[src/rtl/pulse_spacer_pkg.sv]
package pulse_spacer_pkg;
  parameter int unsigned NCH      = 2;
  parameter int unsigned IV_W     = 8;
  parameter int unsigned MW_W     = 8;
  parameter int unsigned Q_DEPTH  = 8;
  parameter int unsigned SP_W     = IV_W + 2;
  parameter int unsigned SPAN_W   = MW_W + 1 + IV_W;
  parameter int unsigned CNT_W    = $clog2(Q_DEPTH + 1);
endpackage

[src/rtl/pulse_queue.sv]
module pulse_queue
  import pulse_spacer_pkg::*;
#(
  parameter int unsigned DEPTH = Q_DEPTH,
  parameter int unsigned IW    = IV_W,
  localparam int unsigned CW   = $clog2(DEPTH + 1),
  localparam int unsigned SW   = IW + 2
) (
  input  logic          clk_i,
  input  logic          rst_ni,
  input  logic          tick_i,
  input  logic          req_i,
  input  logic [IW-1:0] interval_i,
  input  logic          ovf_clr_i,
  output logic          rel_o,
  output logic          ovf_o
);
  logic [CW-1:0] cnt_q;
  logic [SW-1:0] sp_q;
  logic          bypass, full, push;

  assign bypass = (interval_i == '0);
  assign full   = (cnt_q == CW'(DEPTH));
  assign rel_o  = bypass ? req_i : (tick_i && cnt_q != '0 && sp_q == '0);
  assign push   = req_i && (!full || rel_o);

  always_ff @(posedge clk_i or negedge rst_ni) begin
    if (!rst_ni) begin
      cnt_q <= '0;
      sp_q  <= '0;
      ovf_o <= 1'b0;
    end else begin
      if (bypass) begin
        cnt_q <= '0;
        sp_q  <= '0;
      end else begin
        cnt_q <= cnt_q + CW'(push) - CW'(rel_o);
        if (rel_o)                     sp_q <= {interval_i, 2'b00} - SW'(1);
        else if (tick_i && sp_q != '0) sp_q <= sp_q - SW'(1);
      end
      if (!bypass && req_i && full && !rel_o) ovf_o <= 1'b1;
      else if (ovf_clr_i)                     ovf_o <= 1'b0;
    end
  end

  p_cnt_bound_r8: assert property (@(posedge clk_i) disable iff (!rst_ni)
    cnt_q <= CW'(DEPTH));
  p_drop_r8: assert property (@(posedge clk_i) disable iff (!rst_ni)
    (!bypass && req_i && full && !rel_o) |=> (ovf_o && cnt_q == CW'(DEPTH)));
  p_bypass_empty_r3: assert property (@(posedge clk_i) disable iff (!rst_ni)
    bypass |=> cnt_q == '0);
  p_gap_r5: assert property (@(posedge clk_i) disable iff (!rst_ni)
    (rel_o && !bypass) |=> !rel_o);
  p_tick_gate_r10: assert property (@(posedge clk_i) disable iff (!rst_ni)
    (!tick_i && !bypass) |=> $stable(sp_q));
endmodule

[src/rtl/pulse_shaper.sv]
module pulse_shaper
  import pulse_spacer_pkg::*;
#(
  parameter int unsigned WW = SPAN_W
) (
  input  logic          clk_i,
  input  logic          rst_ni,
  input  logic          tick_i,
  input  logic          rel_i,
  input  logic          cap_en_i,
  input  logic [WW-1:0] span_i,
  output logic          active_o
);
  logic [WW-1:0] wt_q;
  logic          expire;

  assign expire = cap_en_i && active_o && tick_i && wt_q == '0;

  always_ff @(posedge clk_i or negedge rst_ni) begin
    if (!rst_ni) begin
      active_o <= 1'b0;
      wt_q     <= '0;
    end else begin
      if (rel_i)       active_o <= !active_o;
      else if (expire) active_o <= 1'b0;
      if (rel_i && !active_o)        wt_q <= cap_en_i ? span_i - WW'(1) : '0;
      else if (tick_i && wt_q != '0) wt_q <= wt_q - WW'(1);
    end
  end

  p_cap_end_r7: assert property (@(posedge clk_i) disable iff (!rst_ni)
    (expire && !rel_i) |=> !active_o);
  p_toggle_r6: assert property (@(posedge clk_i) disable iff (!rst_ni)
    rel_i |=> active_o != $past(active_o));
  p_hold_r10: assert property (@(posedge clk_i) disable iff (!rst_ni)
    (!tick_i && !rel_i) |=> $stable(active_o));
endmodule

[src/rtl/pulse_spacer.sv]
module pulse_spacer
  import pulse_spacer_pkg::*;
(
  input  logic            clk_i,
  input  logic            rst_ni,
  input  logic            tick_i,
  input  logic [NCH-1:0]  req_i,
  input  logic [IV_W-1:0] interval_i,
  input  logic [MW_W-1:0] max_width_i,
  input  logic            invert_i,
  input  logic            ovf_clr_i,
  output logic [NCH-1:0]  pulse_o,
  output logic [NCH-1:0]  ovf_o
);
  logic              cap_en;
  logic [SPAN_W-1:0] span;
  logic [NCH-1:0]    rel, active;

  assign cap_en = (interval_i != '0) && (max_width_i != '1);
  assign span   = SPAN_W'({max_width_i, 1'b1}) * SPAN_W'(interval_i);

  for (genvar c = 0; c < NCH; c++) begin : g_ch
    pulse_queue #(.DEPTH(Q_DEPTH), .IW(IV_W)) u_q (
      .clk_i, .rst_ni, .tick_i,
      .req_i(req_i[c]), .interval_i, .ovf_clr_i,
      .rel_o(rel[c]), .ovf_o(ovf_o[c])
    );
    pulse_shaper #(.WW(SPAN_W)) u_s (
      .clk_i, .rst_ni, .tick_i,
      .rel_i(rel[c]), .cap_en_i(cap_en), .span_i(span),
      .active_o(active[c])
    );
    assign pulse_o[c] = invert_i ? active[c] : !active[c];
  end

  p_bypass_now_r3: assert property (@(posedge clk_i) disable iff (!rst_ni)
    (interval_i == '0 && req_i[0]) |=> active[0] != $past(active[0]));
endmodule

[config.mk]
export PLATFORM = sky130hd
export DESIGN_NAME = pulse_spacer
export DESIGN_NICKNAME = d
export VERILOG_FILES = /design/src/rtl/pulse_spacer_pkg.sv /design/src/rtl/pulse_queue.sv /design/src/rtl/pulse_shaper.sv /design/src/rtl/pulse_spacer.sv
export SDC_FILE = /design/constraint.sdc
export NUM_CORES = 1
export LEC_CHECK = 0
export ABC_AREA = 1
export BUFFER_PORTS_ARGS = -buffer_cell sky130_fd_sc_hd__buf_4
export CORE_UTILIZATION = 31
export DETAILED_ROUTE_END_ITERATION = 7
export GPL_ROUTABILITY_DRIVEN = 0
export PLACE_DENSITY_LB_ADDON = 0.25
export SETUP_SLACK_MARGIN = 0.1
export SLEW_MARGIN = 20
export SYNTH_ARGS = -nofsm -noshare
export SYNTH_HDL_FRONTEND = slang
export SYNTH_SLANG_ARGS = --single-unit
export TNS_END_PERCENT = 10
[constraint.sdc]
create_clock -name clk_i -period 2.7 [get_ports clk_i]
set_input_delay 0.54 -clock clk_i [delete_from_list [all_inputs] [get_ports clk_i]]
set_output_delay 0.54 -clock clk_i [all_outputs]
set_load 0.01 [all_outputs]
==> results.json, run 1 <==
{
  "status": "complete, but fails checks",
  "failed_checks": "negative setup slack",
  "reg2reg_setup_slack_ns": 0.21,
  "antennaDiodeCount": 0,
  "grt_antenna_before_repair": 0,
  "drc": 0,
  "p_switching_mw": 4.58,
  "final_common_cell": "nand2_1",
  "layout_setup_ws_ns": -1.07,
  "synth_area_leaders": "dfrtp_1 (22%), nand2_1 (14%), fa_1 (13%)",
  "grt_overflow_total": 0,
  "max_slew.worst_pin.slew_ns": 0.903,
  "seqPwrFrac_pct": 18.4,
  "required_ns": 2.98,
  "viasPerCell": 4.50,
  "layout.nets": 1263,
  "worstSetupPathType": "input port to register",
  "synth-main-ff-cell": "dfrtp_1",
  "reg2reg_depth": 12,
  "crit_arrival_ns": 4.05,
  "regArea_um2": 1650,
  "whs_ns": 0.325,
  "grtUsageTotal_pct": 16.5,
  "htree_levels": 3,
  "syn_area_um2": 7420,
  "cts_tree": "yes",
  "multi_input_area_um2": 5290,
  "period_minus_slack_ns": 3.77,
  "via_count": 6551,
  "drt_iter0_drc": 334,
  "critPathCaptureType": "register",
  "synth_top_area_share_pct": 22.2,
  "final_cell_mix": "nand2_1 (236), inv_1 (183), buf_4 (103), nor2_1 (85), dfrtp_1 (66)",
  "die-area_um2": 24600,
  "yosysSeqAreaShare_pct": 22.2,
  "ant_nets": 0,
  "fin_tns_setup_ns": -25.88,
  "routed_wl_um": 18600,
  "r2r-end": "g_ch[1].u_q.cnt_q[1]",
  "drv_slew": 0,
  "power.density_nw_per_um2": 1030,
  "syn_avg_cell_area_um2": 7.22,
  "cp-start-kind": "input port",
  "cts_buffers": 9,
  "grt_pass1_vias": 6601,
  "vdd_drop_max_uv": 454,
  "period_share_pct": 140,
  "final-hold-violation-count": 0,
  "maxCapViolations": 0,
  "die_w_um": 157,
  "fin_skew_ns": 0.00935,
  "rows": 56,
  "rsz0062_at_grt": "true",
  "design_area_um2": 9470,
  "synth_seq_cells": 66,
  "dp_hpwl_um": 14800,
  "internal-power_mw": 5.17,
  "layout.cells.non_filler": 1457,
  "postSynthCellCount": 1029,
  "drt-pass1-iter-count": 4,
  "clockBufferDepth": 2,
  "wl_per_cell_um": 12.8,
  "synthArstFlopShare_pct": 100,
  "io-pin-count": 27,
  "cts_num_sinks": 66,
  "ctsRootBufferMaster": "clkbuf_16",
  "final_core_util_pct": 40.3,
  "grt_pass1_wl_um": 31800,
  "nFillCells": 2440,
  "crit_fanout": 7,
  "setup_viol": 28,
  "area_delta_synth_final_pct": 27.5,
  "yosysTopAreaCell": "dfrtp_1",
  "synth_nets": 1159,
  "core_um2": 23500,
  "r2r_start": "g_ch[1].u_q.sp_q[1]",
  "hold_path_class": "input port to async pin",
  "place_area_um2": 8740,
  "yosysWarnings": 0,
  "slew_headroom_pct": 39.8,
  "die_h_um": 157,
  "swShare_pct": 47.0,
  "clkTransAtPathRegs_ns": 0.06,
  "hold_buffers": 0,
  "ys_types": 44,
  "synth_edf_count": 0,
  "leakagePower_nw": 4.83,
  "drive_gt1_share_pct": 23.9,
  "clk_latency_ns": 0.35,
  "initial_utilization_pct": 31.6,
  "pwr-share-clk_pct": 12.2,
  "dp_cells": 1439,
  "power_frac_comb_pct": 69.4,
  "port_buffers": 26,
  "fmax_mhz": 265,
  "grt_max_degree": 67
}
[worst max-delay path, stage by stage]
cell and delay, ns:
buf_12 0.11, nand2_4 0.05, fa_1 0.52, inv_1 0.05, fa_1 0.46, fa_1 0.50, inv_1 0.05, fa_1 0.49
inv_2 0.05, ha_4 0.28, nand3b_1 0.09, nand2_2 0.11, nand2_1 0.07, nand2_2 0.11, nand3_2 0.12, nand3_2 0.09
nand2_1 0.06, nor2_2 0.17, nand2_1 0.07, nand2_1 0.06
[registers in the layout (all words and copies together), names as in the netlist]
| register | cells |
|---|---|
| g_ch.u_s.active_o | 2 |
| g_ch.u_s.wt_q | 34 |
| g_ch.u_q.cnt_q | 8 |
| g_ch.u_q.sp_q | 20 |
| g_ch.u_q.ovf_o | 2 |
[synth_stat cells, types with 4 or more instances]
library cell    n
nand2_1       269
inv_1         199
nor2_1         96
dfrtp_1        66
ha_1           58
nand3_1        54
fa_1           49
o21ai_0        39
xor2_1         25
a21oi_1        21
xnor2_1        17
nor3_1         14
o211ai_1       14
o22ai_1        14
buf_2          10
nand4_1         9
o21ai_1         8
clkbuf_1        7
buf_6           6
inv_2           5
nand2_4         5
nand2_8         5
nand3b_1        4
[worst max path at each step]
stage	start	to	slack [ns]	depth (start not counted)
global route	max_width_i[5]	g_ch[1].u_s.wt_q[15]	-1.25	22
detailed placement	interval_i[2]	g_ch[1].u_s.wt_q[16]	-1.61	20
global placement	interval_i[2]	g_ch[0].u_s.wt_q[16]	-1.59	20
floorplan	max_width_i[3]	g_ch[0].u_s.wt_q[13]	-1.20	20
CTS	max_width_i[4]	g_ch[0].u_s.wt_q[13]	-1.11	21
finish	interval_i[2]	g_ch[1].u_s.wt_q[16]	-1.07	20
[per-stage QoR]
step / setup WS, ns / power, mW
2_1_floorplan: -1.20 / 5.92
3_3_place_gp: -1.59 / 7.69
3_5_place_dp: -1.61 / 7.72
4_1_cts: -1.11 / 9.31
5_1_grt: -1.25 / 10.8
6_report: -1.07 / 9.76
[power groups by stage]
| stage | clock, mW | combinational [mW] | sequential, mW |
|---|---|---|---|
| floorplan | 0 | 4.21 | 1.71 |
| global placement | 0 | 5.89 | 1.80 |
| detailed placement | 0 | 5.92 | 1.80 |
| CTS | 1.23 | 6.29 | 1.79 |
| global route | 1.25 | 7.65 | 1.86 |
| finish | 1.19 | 6.77 | 1.80 |
[cell families (layout without fill, tap and decap cells)]
group / count (synthesis) / after routing / synth area share (%)
AND/OR/NAND/NOR: 471 / 471 / 28.2
buffers and inverters: 235 / 344 / 12.9
AO/OA/AOI/OAI: 108 / 108 / 8.65
adder cells (fa/ha/maj): 107 / 107 / 23.0
flip-flops: 66 / 66 / 22.2
XOR/XNOR: 42 / 42 / 4.95
[layer usage]
layer | global-route usage [%] | vias to the layer above | part of all wire (%)
met5 | 0 | - | 0
met4 | 3.64 | 0 | 0.88
met3 | 2.58 | 11 | 2.9
met2 | 28.4 | 72 | 47
met1 | 21.6 | 3084 | 49
li1 | - | 3384 | -
[area by class of cell]
class | count | area share [%]
Clock buffer | 10 | 2.42
Clock inverter | 6 | 0.714
Inverter | 208 | 8.38
Multi-Input combinational cell | 728 | 55.9
Sequential cell | 66 | 17.4
Tap cell | 319 | 4.22
Timing Repair Buffer | 120 | 10.9
[repair_timing]
| item | 4_1_cts | 5_1_grt |
|---|---|---|
| buffers inserted | 2 | 0 |
| pin swaps | 45 | 32 |
| setup endpoints to repair | 34 | 36 |
| hold endpoints to repair | 0 | 0 |
| cloned | 0 | 0 |
| resized for setup | 52 | 58 |
No activity file was read; power rests on OpenSTA's default activity.
==> run 2, diff against run 1 <==
--- a/config.mk
+++ b/config.mk
@@ -7,6 +7,7 @@
 export LEC_CHECK = 0
 export ABC_AREA = 1
 export BUFFER_PORTS_ARGS = -buffer_cell sky130_fd_sc_hd__buf_4
+export CAP_MARGIN = 20
 export CORE_UTILIZATION = 31
 export DETAILED_ROUTE_END_ITERATION = 7
 export GPL_ROUTABILITY_DRIVEN = 0
==> constraint.sdc (replaced) <==
create_clock -name clk_i -period 3 [get_ports clk_i]
set_input_delay 0.6 -clock clk_i [delete_from_list [all_inputs] [get_ports clk_i]]
set_output_delay 0.6 -clock clk_i [all_outputs]
set_load 0.01 [all_outputs]
==> run 2 against run 1 <==
The flow still finishes with violations (negative setup slack). Flip-flop and latch count stayed put. Wire length increased by 1.7%. Count of clock-buffer cells in the layout is 2 higher. Power is 9.1% lower. Die area unchanged. Sequential power is 9% lower. Largest cell class unchanged. Largest power group unchanged.
==> results.json, run 2 (synthesis gave the netlist of run 1 again) <==
{
  "status": "complete, but fails checks",
  "failed_checks": "negative setup slack",
  "grtUsageTotal_pct": 17.0,
  "p_switching_mw": 4.12,
  "vdd_drop_max_uv": 504,
  "worstSetupPathType": "input port to register",
  "die_w_um": 157,
  "drive_gt1_share_pct": 22.8,
  "core_um2": 23500,
  "grt_overflow_total": 0,
  "wl_per_cell_um": 13.1,
  "antennaDiodeCount": 0,
  "viasPerCell": 4.58,
  "die_h_um": 157,
  "rows": 56,
  "power_frac_comb_pct": 68.1,
  "seqPwrFrac_pct": 18.4,
  "grt_pass1_wl_um": 33200,
  "ant_nets": 0,
  "clkTransAtPathRegs_ns": 0.06,
  "post-place-ws_ns": -1.35,
  "fmax_mhz": 261,
  "port_buffers": 26,
  "final-hold-violation-count": 0,
  "final_cell_mix": "nand2_1 (237), inv_1 (187), buf_4 (96), nor2_1 (86), dfrtp_1 (66)",
  "slew_headroom_pct": 40.3,
  "setup_viol": 28,
  "reg2reg_depth": 14,
  "initial_utilization_pct": 31.6,
  "via_count": 6622,
  "multi_input_area_um2": 5310,
  "r2r-end": "g_ch[1].u_q.cnt_q[3]",
  "cts_tree": "yes",
  "io-pin-count": 27,
  "htree_levels": 3,
  "design_area_um2": 9410,
  "power.density_nw_per_um2": 943,
  "dp_cells": 1431,
  "clk_latency_ns": 0.34,
  "crit_fanout": 7,
  "nFillCells": 2423,
  "max_slew.worst_pin.slew_ns": 0.895,
  "r2r_start": "g_ch[1].u_q.sp_q[0]",
  "hold_path_class": "input port to async pin",
  "drv_slew": 0,
  "fin_skew_ns": 0.0134,
  "grt_pass1_vias": 6751,
  "reg2reg_setup_slack_ns": 0.47,
  "pwr-share-clk_pct": 13.5,
  "drc": 0,
  "largest_register_ff_count": 34,
  "hold_buffers": 0,
  "whs_ns": 0.357,
  "regMostFlops": "g_ch.u_s.wt_q",
  "regArea_um2": 1650,
  "drt-pass1-iter-count": 5,
  "place_area_um2": 8670,
  "swShare_pct": 46.4,
  "area_delta_synth_final_pct": 26.7,
  "final_common_cell": "nand2_1",
  "top_regs": "g_ch.u_s.wt_q (34), g_ch.u_q.sp_q (20), g_ch.u_q.cnt_q (8)",
  "cts_buffers": 9,
  "critPathCaptureType": "register",
  "grt_antenna_before_repair": 0,
  "cts_num_sinks": 66,
  "required_ns": 3.24,
  "grt_max_degree": 67,
  "drt_iter0_drc": 384,
  "period_share_pct": 127,
  "crit_arrival_ns": 4.06,
  "internal-power_mw": 4.75,
  "routed_wl_um": 18900,
  "leakagePower_nw": 4.79,
  "cp-start-kind": "input port",
  "maxCapViolations": 0,
  "period_minus_slack_ns": 3.82,
  "ctsRootBufferMaster": "clkbuf_16",
  "clockBufferDepth": 2,
  "layout.nets": 1253,
  "layout_setup_ws_ns": -0.824,
  "dp_hpwl_um": 15000,
  "die-area_um2": 24600,
  "rsz0062_at_grt": "true",
  "layout.cells.non_filler": 1447
}
-- run 2: cell types whose count changed in the layout (fill, tap and decap cells not counted), moves of 2 or more --
cell / delta
inv_2: -4
buf_12: -2
clkinvlp_4: -2
buf_4: -7
clkbuf_8: +2
inv_1: +4
-- run 2: timing repair --
item	4_1_cts	5_1_grt
setup endpoints to repair	28	31
pin swaps	38	25
buffers inserted	1	0
gates resized for setup	61	39
-- run 2: layout make-up --
class                           count  share of cell area, %
Clock buffer                       12                   2.73
Clock inverter                      4                  0.785
Inverter                          208                   8.43
Multi-Input combinational cell    728                   56.4
Sequential cell                    66                   17.6
Tap cell                          319                   4.24
Timing Repair Buffer              110                   9.88
-- run 2: power by group through the flow --
stage	logic [mW]	registers [mW]	clock network, mW
global route	6.88	1.69	1.25
floorplan	3.79	1.54	0
CTS	5.71	1.62	1.22
detailed placement	5.33	1.63	0
global placement	5.30	1.63	0
finish	6.05	1.63	1.20
-- run 2: per-stage QoR --
stage          utilization (%)  total power [mW]  TNS, ns
2_1_floorplan                -              5.33   -23.22
3_3_place_gp              36.9              6.93   -33.40
3_5_place_dp              36.9              6.96   -34.10
4_1_cts                   39.4              8.56   -19.05
5_1_grt                   40.1              9.82   -23.43
6_report                  40.1              8.87   -18.65
-- run 2: worst max-delay path: stages --
cell and delay, ns:
buf_12 0.10, nand2_2 0.06, fa_1 0.52, inv_1 0.05
fa_1 0.44, fa_1 0.49, inv_1 0.06, fa_1 0.52
inv_1 0.06, ha_4 0.24, a21oi_4 0.17, nor2_1 0.07
nor2_2 0.10, nand2_1 0.10, nand2_1 0.11, nand3_1 0.12
nand3_2 0.12, nand2_1 0.06, nand2_1 0.05, inv_1 0.03
-- run 2: worst max-delay path by stage --
stage / start / endpoint / slack, ns
final: interval_i[2] / g_ch[0].u_s.wt_q[13] / -0.82
after global routing: interval_i[3] / g_ch[0].u_s.wt_q[15] / -1.02
after CTS: interval_i[4] / g_ch[1].u_s.wt_q[15] / -0.84
after detailed placement: interval_i[2] / g_ch[1].u_s.wt_q[8] / -1.35
after global placement: interval_i[2] / g_ch[1].u_s.wt_q[8] / -1.33
after floorplan: max_width_i[3] / g_ch[0].u_s.wt_q[13] / -0.96
-- run 2: routing by layer --
metal | wire length [µm] | global-route usage [%] | part of all wire (%)
met2 | 8930 | 28.5 | 47
met1 | 9120 | 22.9 | 48
met4 | 237 | 4.30 | 1.3
met5 | 0 | 0 | 0
met3 | 656 | 2.46 | 3.5
==> run 3, diff against run 2 <==
--- a/config.mk
+++ b/config.mk
@@ -5,7 +5,6 @@
 export SDC_FILE = /design/constraint.sdc
 export NUM_CORES = 1
 export LEC_CHECK = 0
-export ABC_AREA = 1
 export BUFFER_PORTS_ARGS = -buffer_cell sky130_fd_sc_hd__buf_4
 export CAP_MARGIN = 20
 export CORE_UTILIZATION = 31
==> run 3 against run 2 <==
The run still ends with negative setup slack left. Largest cell class unchanged. Flip-flop and latch count is the same. Design area down 5.4%. Sequential share of layout area rose by 1.0 points. First-iteration DRC count is 30% lower. Via count shrank 8.3%. Critical path type unchanged. Critical path depth fell by 5.
==> results.json, run 3 <==
{
  "status": "complete, but fails checks",
  "failed_checks": "negative setup slack",
  "hold_buffers": 0,
  "synth_nets": 954,
  "clockBufferDepth": 2,
  "synth_top_family_by_area": "adder cells",
  "synth_compound_area_share_pct": 13.5,
  "routed_wl_um": 17800,
  "dp_cells": 1191,
  "yosysTopAreaCell": "dfrtp_1",
  "worstSetupPathType": "input port to register",
  "reg2reg_depth": 11,
  "yosysWarnings": 0,
  "initial_utilization_pct": 31.7,
  "grt_overflow_total": 0,
  "cp-start-kind": "input port",
  "layout.cells.non_filler": 1211,
  "fin_skew_ns": 0.00622,
  "synth_area_leaders": "dfrtp_1 (24%), fa_1 (14%), ha_1 (10%)",
  "synthXorXnorAreaFrac_pct": 5.30,
  "grt_antenna_before_repair": 0,
  "layout_setup_ws_ns": -1.11,
  "regMostFlops": "g_ch.u_s.wt_q",
  "cts_buffers": 9,
  "wl_per_cell_um": 14.7,
  "final-hold-violation-count": 0,
  "worstSetupEndpoint": "g_ch[1].u_s.wt_q[13]",
  "core_um2": 21900,
  "ant_nets": 0,
  "synth_top_area_share_pct": 23.8,
  "maxCapViolations": 0,
  "rsz0062_at_grt": "true",
  "clkTransAtPathRegs_ns": 0.06,
  "yosysSeqAreaShare_pct": 23.8,
  "die_h_um": 152,
  "layout.nets": 1056,
  "synth_commonest_cells": "inv_1 (115), nand2_1 (80), dfrtp_1 (66)",
  "regArea_um2": 1650,
  "area_delta_synth_final_pct": 28.3,
  "final_core_util_pct": 40.6,
  "drc": 0,
  "crit_fanout": 5,
  "ctsRootBufferMaster": "clkbuf_16",
  "synth_seq_cells": 66,
  "multi_input_area_um2": 5080,
  "critPathCaptureType": "register",
  "syn_area_um2": 6940,
  "r2r-end": "g_ch[1].u_q.cnt_q[1]",
  "reg2reg_setup_slack_ns": 0.06,
  "synthAdderAreaFrac_pct": 24.6,
  "crit_start": "interval_i[5]",
  "vdd_drop_max_uv": 468,
  "htree_levels": 3,
  "io-pin-count": 27,
  "ys_types": 69,
  "synthArstFlopShare_pct": 100,
  "largest_register_ff_count": 34,
  "cts_num_sinks": 66,
  "rows": 54,
  "drive_gt1_share_pct": 25.3,
  "synthMuxAreaShare_pct": 0.974,
  "grtUsageTotal_pct": 16.8,
  "port_buffers": 26,
  "leakagePower_nw": 4.11,
  "grt_max_degree": 67,
  "period_share_pct": 137,
  "clk_latency_ns": 0.34,
  "syn_avg_cell_area_um2": 8.42,
  "grt_pass1_vias": 6164,
  "final_cell_mix": "inv_1 (107), buf_4 (105), nand2_1 (69), dfrtp_1 (66), nor2_1 (57)",
  "nFillCells": 2232,
  "fmax_mhz": 243,
  "antennaDiodeCount": 0,
  "period_minus_slack_ns": 4.11,
  "dp_hpwl_um": 14000,
  "synth-main-ff-cell": "dfrtp_1",
  "synth_edf_count": 0,
  "die_w_um": 152,
  "drt_iter0_drc": 267,
  "setup_viol": 32,
  "r2r_start": "g_ch[1].u_q.sp_q[0]",
  "required_ns": 3.22,
  "synthSimpleGateAreaFrac_pct": 23.2,
  "post-synth-top-count-cell": "inv_1",
  "top_regs": "g_ch.u_s.wt_q (34), g_ch.u_q.sp_q (20), g_ch.u_q.cnt_q (8)",
  "max_slew.worst_pin.slew_ns": 0.888,
  "hold_path_class": "input port to async pin",
  "die-area_um2": 23000,
  "grt_pass1_wl_um": 30200,
  "crit_arrival_ns": 4.33,
  "slew_headroom_pct": 40.8,
  "drt-pass1-iter-count": 5,
  "via_count": 6073,
  "drv_slew": 0,
  "postSynthCellCount": 824,
  "total_power_mw": 8.35,
  "power.density_nw_per_um2": 939,
  "viasPerCell": 5.01,
  "final_common_cell": "inv_1",
  "cts_tree": "yes"
}
-- run 3: cell families after synthesis --
family,after synthesis
xor+xnor,42
mux,6
buf+inv,149
flops,66
fa+ha+maj,107
simple gates,309
compound gates,145
-- run 3: worst min path at each step --
stage                                    from  slack (ns)  cells past startpoint                    to
after floorplan                        rst_ni        0.30                      0  g_ch[0].u_q.cnt_q[0]
after global placement    g_ch[1].u_q.sp_q[3]        0.49                      1   g_ch[1].u_q.sp_q[3]
after detailed placement  g_ch[1].u_q.sp_q[3]        0.49                      1   g_ch[1].u_q.sp_q[3]
after CTS                              rst_ni        0.40                      1  g_ch[0].u_q.cnt_q[1]
after global routing                   rst_ni        0.45                      1  g_ch[0].u_q.cnt_q[3]
final                                  rst_ni        0.36                      1  g_ch[0].u_q.cnt_q[1]
-- run 3: metal layers --
| layer | routed length, µm | vias up | share of wire (%) | global-route usage, % |
|---|---|---|---|---|
| li1 | - | 2999 | - | - |
| met5 | 0 | - | 0 | 0 |
| met3 | 707 | 15 | 4.0 | 2.40 |
| met1 | 8270 | 2957 | 46 | 22.1 |
| met2 | 8680 | 102 | 49 | 29.2 |
| met4 | 133 | 0 | 0.75 | 3.07 |
-- run 3: final cells by class --
type | instances | area share [%]
repair buffers | 123 | 12.0
clock buffers | 11 | 2.84
multi-input cells | 609 | 57.1
flip-flops and latches | 66 | 18.6
well taps | 280 | 3.94
clock inverters | 5 | 0.591
inverters | 117 | 4.94
-- run 3: timing repair --
action / CTS / global route
pin swaps: 32 / 27
hold endpoints to repair: 0 / 0
setup endpoints to repair: 34 / 37
gates cloned: 1 / 0
setup buffers: 0 / 3
resized for setup: 36 / 45
-- run 3: stage by stage --
step	setup slack [ns]	area, µm²	hold slack (ns)	TNS (ns)
after floorplan	-1.31	7210	0.304	-29.90
after global placement	-1.59	8220	0.486	-41.05
after detailed placement	-1.60	8220	0.491	-41.56
after CTS	-1.13	8690	0.402	-25.26
after global routing	-1.26	8900	0.445	-28.96
final	-1.11	8900	0.356	-24.24
-- run 3: where the power goes --
group | internal (mW) | switching (mW)
logic | 2.73 | 2.76
clock network | 0.684 | 0.407
registers | 1.31 | 0.455
total | 4.73 | 3.62
-- run 3: critical path, cell delays in order --
cell	delay, ns
buf_12	0.11
and2_4	0.15
fa_2	0.57
fa_1	0.44
fa_1	0.51
inv_1	0.05
fa_1	0.49
inv_2	0.04
ha_4	0.22
and4_4	0.17
a21o_1	0.20
a211oi_4	0.27
o21a_1	0.21
xor2_2	0.19
o22ai_1	0.11
